==> config.mk <==
export PLATFORM = sky130hd
export DESIGN_NAME = pcd_int_ctrl
export DESIGN_NICKNAME = d
export VERILOG_FILES = /design/src/rtl/pcd_pkg.sv /design/src/rtl/pcd_sync.sv /design/src/rtl/pcd_port_track.sv /design/src/rtl/pcd_valid_dly.sv /design/src/rtl/pcd_int_ctrl.sv
export SDC_FILE = /design/constraint.sdc
export NUM_CORES = 1
export LEC_CHECK = 0
export ABC_AREA = 1
export BUFFER_PORTS_ARGS = -buffer_cell sky130_fd_sc_hd__buf_2
export CAP_MARGIN = 40
export CORE_MARGIN = 10
export CORE_UTILIZATION = 47
export DETAILED_ROUTE_END_ITERATION = 6
export PLACE_DENSITY = 0.72
export SYNTH_ARGS = -nofsm -noshare
export SYNTH_HDL_FRONTEND = slang
export SYNTH_SLANG_ARGS = --single-unit
==> constraint.sdc <==
create_clock -name clk_i -period 1.4 [get_ports clk_i]
set_clock_uncertainty 0.1 [all_clocks]
set_input_delay 0 -clock clk_i [delete_from_list [all_inputs] [get_ports clk_i]]
set_output_delay 0 -clock clk_i [all_outputs]
set_load 0.1 [all_outputs]
==> src/rtl/pcd_pkg.sv <==
package pcd_pkg;
    localparam int unsigned PCD_PORT_W    = 8;
    localparam int unsigned PCD_NUM_PORTS = 2;
    localparam int unsigned PCD_SYNC      = 2;
    localparam int unsigned PCD_VALID_DLY = 3;

    function automatic int unsigned pcd_idx_w(input int unsigned n);
        return (n > 1) ? $clog2(n) : 1;
    endfunction

    function automatic int unsigned pcd_cnt_w(input int unsigned maxval);
        return (maxval > 0) ? $clog2(maxval + 1) : 1;
    endfunction
endpackage

==> src/rtl/pcd_sync.sv <==
module pcd_sync #(
    parameter int unsigned W      = 8,
    parameter int unsigned STAGES = 2
) (
    input  logic         clk_i,
    input  logic         rst_ni,
    input  logic [W-1:0] raw_i,
    output logic [W-1:0] sync_o
);
    typedef struct packed {
        logic [STAGES-1:0][W-1:0] stg;
    } sync_state_t;

    sync_state_t s_d, s_q;

    always_comb begin
        s_d = s_q;
        s_d.stg[0] = raw_i;
        for (int i = 1; i < STAGES; i++) begin
            s_d.stg[i] = s_q.stg[i-1];
        end
    end

    always_ff @(posedge clk_i or negedge rst_ni) begin
        if (!rst_ni) begin
            s_q <= '0;
        end else begin
            s_q <= s_d;
        end
    end

    assign sync_o = s_q.stg[STAGES-1];
endmodule

==> src/rtl/pcd_port_track.sv <==
module pcd_port_track #(
    parameter int unsigned W     = 8,
    parameter int unsigned PRIME = 3
) (
    input  logic         clk_i,
    input  logic         rst_ni,
    input  logic [W-1:0] pin_s_i,
    input  logic [W-1:0] dir_in_i,
    input  logic         cap_i,
    output logic [W-1:0] ref_o,
    output logic         chg_o
);
    localparam int unsigned CW = pcd_pkg::pcd_cnt_w(PRIME);

    typedef struct packed {
        logic [W-1:0]  ref_val;
        logic [CW-1:0] prime_cnt;
    } trk_state_t;

    trk_state_t t_d, t_q;
    logic       priming;
    logic [W-1:0] diff;

    assign priming = (t_q.prime_cnt != '0);

    always_comb begin
        t_d = t_q;
        if (priming) begin
            t_d.ref_val   = pin_s_i;
            t_d.prime_cnt = t_q.prime_cnt - 1'b1;
        end else if (cap_i) begin
            t_d.ref_val = pin_s_i;
        end
    end

    always_ff @(posedge clk_i or negedge rst_ni) begin
        if (!rst_ni) begin
            t_q.ref_val   <= '0;
            t_q.prime_cnt <= CW'(PRIME);
        end else begin
            t_q <= t_d;
        end
    end

    // Only input-mode pins take part in the comparison; the strobe masks the
    // cycle in which the reference is being reloaded.
    assign diff  = (pin_s_i ^ t_q.ref_val) & dir_in_i;
    assign chg_o = (|diff) && !cap_i && !priming;
    assign ref_o = t_q.ref_val;
endmodule

==> src/rtl/pcd_valid_dly.sv <==
module pcd_valid_dly #(
    parameter int unsigned DLY = 3
) (
    input  logic clk_i,
    input  logic rst_ni,
    input  logic raw_i,
    output logic dly_o
);
    typedef struct packed {
        logic [DLY-1:0] pipe;
    } dly_state_t;

    dly_state_t p_d, p_q;

    always_comb begin
        p_d = p_q;
        p_d.pipe[0] = raw_i;
        for (int i = 1; i < DLY; i++) begin
            p_d.pipe[i] = p_q.pipe[i-1];
        end
    end

    always_ff @(posedge clk_i or negedge rst_ni) begin
        if (!rst_ni) begin
            p_q <= '0;
        end else begin
            p_q <= p_d;
        end
    end

    assign dly_o = p_q.pipe[DLY-1];
endmodule

==> src/rtl/pcd_int_ctrl.sv <==
module pcd_int_ctrl #(
    parameter int unsigned PORT_W      = pcd_pkg::PCD_PORT_W,
    parameter int unsigned NUM_PORTS   = pcd_pkg::PCD_NUM_PORTS,
    parameter int unsigned SYNC_STAGES = pcd_pkg::PCD_SYNC,
    parameter int unsigned VALID_DLY   = pcd_pkg::PCD_VALID_DLY,
    localparam int unsigned TOT_W      = PORT_W * NUM_PORTS,
    localparam int unsigned IDX_W      = pcd_pkg::pcd_idx_w(NUM_PORTS)
) (
    input  logic             clk_i,
    input  logic             rst_ni,
    input  logic [TOT_W-1:0] pin_i,
    input  logic [TOT_W-1:0] dir_in_i,
    input  logic             rd_ack_i,
    input  logic             rd_dev_match_i,
    input  logic [IDX_W-1:0] rd_port_i,
    output logic             int_pull_o,
    output logic [TOT_W-1:0] snap_o
);
    localparam int unsigned PRIME_CYC = SYNC_STAGES + 1;

    logic [TOT_W-1:0]     pin_s;
    logic [NUM_PORTS-1:0] chg;
    logic [NUM_PORTS-1:0] cap;
    logic                 chg_any;

    pcd_sync #(
        .W      (TOT_W),
        .STAGES (SYNC_STAGES)
    ) u_sync (
        .clk_i  (clk_i),
        .rst_ni (rst_ni),
        .raw_i  (pin_i),
        .sync_o (pin_s)
    );

    for (genvar p = 0; p < NUM_PORTS; p++) begin : g_port
        localparam logic [IDX_W-1:0] MY_IDX = IDX_W'(p);

        assign cap[p] = rd_ack_i && rd_dev_match_i && (rd_port_i == MY_IDX);

        pcd_port_track #(
            .W     (PORT_W),
            .PRIME (PRIME_CYC)
        ) u_trk (
            .clk_i    (clk_i),
            .rst_ni   (rst_ni),
            .pin_s_i  (pin_s[p*PORT_W +: PORT_W]),
            .dir_in_i (dir_in_i[p*PORT_W +: PORT_W]),
            .cap_i    (cap[p]),
            .ref_o    (snap_o[p*PORT_W +: PORT_W]),
            .chg_o    (chg[p])
        );
    end

    assign chg_any = |chg;

    pcd_valid_dly #(
        .DLY (VALID_DLY)
    ) u_dly (
        .clk_i  (clk_i),
        .rst_ni (rst_ni),
        .raw_i  (chg_any),
        .dly_o  (int_pull_o)
    );
endmodule

==> out/qor.txt <==
Slew HR: 66.6%
crit path max fanout: 8
Pleak: 1.43 nW
Total Wirelength: 3830 um
Final Hold Fails: 0
Die Height: 89.0 um
flops & latches, synth: 55
vias in the first global route: 1532
max capacitance violation total: 0
area of the core: 0.00466 mm2
RR Startpoint: g_port[1].u_trk.t_q[0]
fmax: 0.764 GHz
Gate Count Post-Synth: 220
final slew viol count: 0
critical path launch point: g_port[1].u_trk.t_q[0]
RSZ-0062 raised after global routing: no
Yosys top cell by area: dfrtp_1
top cells by count, synth: nand2_1 (61), dfrtp_1 (51), inv_1 (36)
sequential area share after synthesis: 61.8%
num rows: 25
H-tree levels: 2
clk sinks: 55
hold_sp: dir_in_i[7]
power density cells: 1330 mW/mm2
full die area: 0.00791 mm2
fin cells: 342
fraction of layout cells with a size suffix above 1: 33.3%
Power Total: 3.69 mW
Syn Nets: 259
Area Overhead vs Synth: 24.4%
Post-DRT Antenna Nets: 0
die width: 89.0 um
peak supply drop: 0.816 mV
routed vias: 1494
drt first pass iters: 4
dpl hpwl: 2980 um
syn_area_per_cell: 10.2 um2
post-CTS setup buffers: 0
worst-path cell chain: inv_1, ha_2, nand2_2, buf_12, nand2_1, o21ai_2
Place WS: 0.0563 ns
antenna cells: 0
DRC Markers: 0
Root Driver: clkbuf_8
routed length per instance: 11.2 um
Startpoint Class: flip-flop
synth top area cells: dfrtp_1 (57%), nand2_1 (10%), o21ai_2 (6.3%)
worst-margin pin slew: 0.504 ns
fin crit period: 1.31 ns
CTS tree: yes
Critical Path RT: 1.53 ns
Synth Warn #: 0
routed vias/inst: 4.37
IO Count: 54
most frequent cell after synthesis: nand2_1
clk slew on worst S/H paths: 0.09 ns
number of distinct library cells after synthesis: 17
period utilisation layout: 93.5%
setup TNS: 0 ns
gr usage total: 10.4%
CP Class: flip-flop to flip-flop
asr flop ratio synth: 100%
grt ovf: 0
Cell Count Post-Placement: 317
Port-buffer cells: 53
CTS Buf Count: 5
outcome: completed
first-pass GRT wire length: 6530 um
DRT iter0 DRCs: 63
NumNets Final: 326
Min-Delay Path Class: input port to flip-flop
Yosys top cell area share: 57.1%
CP Data Arrival Time: 1.44 ns
antenna violations before repair: 0
Max Root-Sink Buffers: 2
largest stage delay on the critical path: 0.55 ns
largest net degree at the start of global routing: 31
Setup crit end kind: flip-flop
number of synthesized flops with an enable pin: 0
top_reg_cell synth: dfrtp_1
setup ws final: 0.0917 ns
Routability Congestion: 0.691
final setup fails: 0
cell area after synthesis: 0.00223 mm2
CP max stage cell: dfstp_2
clk_lat worst skew: 0.30 ns
Initial Utilization: 47.9%
-- registers in the layout (all words and copies together) (netlist names) --
register and flops:
g_port.u_trk.t_q 4, u_dly.p_q 3, u_sync.s_d 16, g_port.u_trk.ref_o 16, u_sync.sync_o 16
-- worst paths after layout --
| check | endpoint | slack (ns) | cells after the start |
|---|---|---|---|
| setup / recovery | g_port[1].u_trk.ref_o[5] | 0.09 | 6 |
| hold / removal | u_dly.p_q[0] | 0.03 | 7 |
| setup reg to reg | g_port[1].u_trk.ref_o[5] | 0.09 | 6 |
| hold reg to reg | u_sync.sync_o[13] | 0.25 | 0 |
| max in group asynchronous | u_sync.sync_o[6] | 0.77 | 3 |
| min in group asynchronous | u_sync.sync_o[12] | 0.13 | 3 |
-- placed cells by master (no fill, tap or decap) --
| cell | synthesis | layout |
|---|---|---|
| dfrtp_1 | 51 | 51 |
| ha_2 | 0 | 2 |
| dfstp_2 | 4 | 4 |
| o21ai_0 | 2 | 2 |
| nand2_4 | 1 | 1 |
| clkbuf_8 | 0 | 6 |
| dlygate4sd3_1 | 0 | 17 |
| nor2_1 | 4 | 4 |
| clkinv_2 | 0 | 1 |
| nand2_1 | 61 | 61 |
| inv_2 | 2 | 2 |
| buf_4 | 16 | 5 |
| nand2_2 | 3 | 3 |
| buf_12 | 1 | 3 |
| o21ai_2 | 16 | 16 |
| xnor2_1 | 2 | 2 |
| nand3_1 | 17 | 17 |
| inv_1 | 36 | 36 |
| clkbuf_1 | 0 | 1 |
| buf_2 | 0 | 53 |
| nand3b_1 | 1 | 1 |
-- repair_timing --
item                                    in CTS  in global routing
gates resized for setup                      0                  2
hold endpoints to repair                    71                  0
endpoints found under the setup margin       0                  5
hold buffers                                17                  0
-- worst max-delay path: cells and delay by family (launching register included) --
kind / cells / cell delay (ns)
buffers and inverters: 2 / 0.18
adder cells (fa/ha/maj): 1 / 0.18
flip-flops: 1 / 0.55
AO/OA/AOI/OAI: 1 / 0.05
AND/OR/NAND/NOR: 2 / 0.18
-- layer usage --
layer	track usage [%]	wire, um	up-vias
li1	-	-	779
met4	3.47	47	0
met2	17.6	1780	38
met5	0	0	-
met1	11.4	1630	672
met3	4.92	376	5
-- through the flow --
stage	hold slack, ns	area (um2)	util [%]
after detailed placement	-0.0703	2510	53.9
after global placement	-0.0725	2510	53.9
final	0.0264	2780	59.7
after CTS	0.0238	2780	59.5
after global routing	0.0497	2780	59.7
after floorplan	-0.396	2230	-
-- cell families after synthesis --
group / count (synthesis) / share of synthesized area, %
AND/OR/NAND/NOR: 87 / 16.4
AO/OA/AOI/OAI: 18 / 6.72
adder cells (fa/ha/maj): 2 / 1.12
XOR/XNOR: 2 / 0.784
buffers and inverters: 56 / 13.2
flip-flops: 55 / 61.8
-- layout make-up --
| class | instances | area (um2) |
|---|---|---|
| Clock buffer | 7 | 86.3 |
| Clock inverter | 1 | 5.00 |
| Fill cell | 397 | 1880 |
| Inverter | 38 | 143 |
| Multi-Input combinational cell | 109 | 564 |
| Sequential cell | 55 | 1380 |
| Tap cell | 54 | 67.6 |
| Timing Repair Buffer | 78 | 533 |
-- report_power, final --
group | total (mW) | internal (mW) | switching [mW]
sequential | 1.79 | 1.71 | 0.0798
clock | 0.856 | 0.400 | 0.457
combinational | 1.04 | 0.244 | 0.796
No activity file was read; power rests on OpenSTA's default activity.
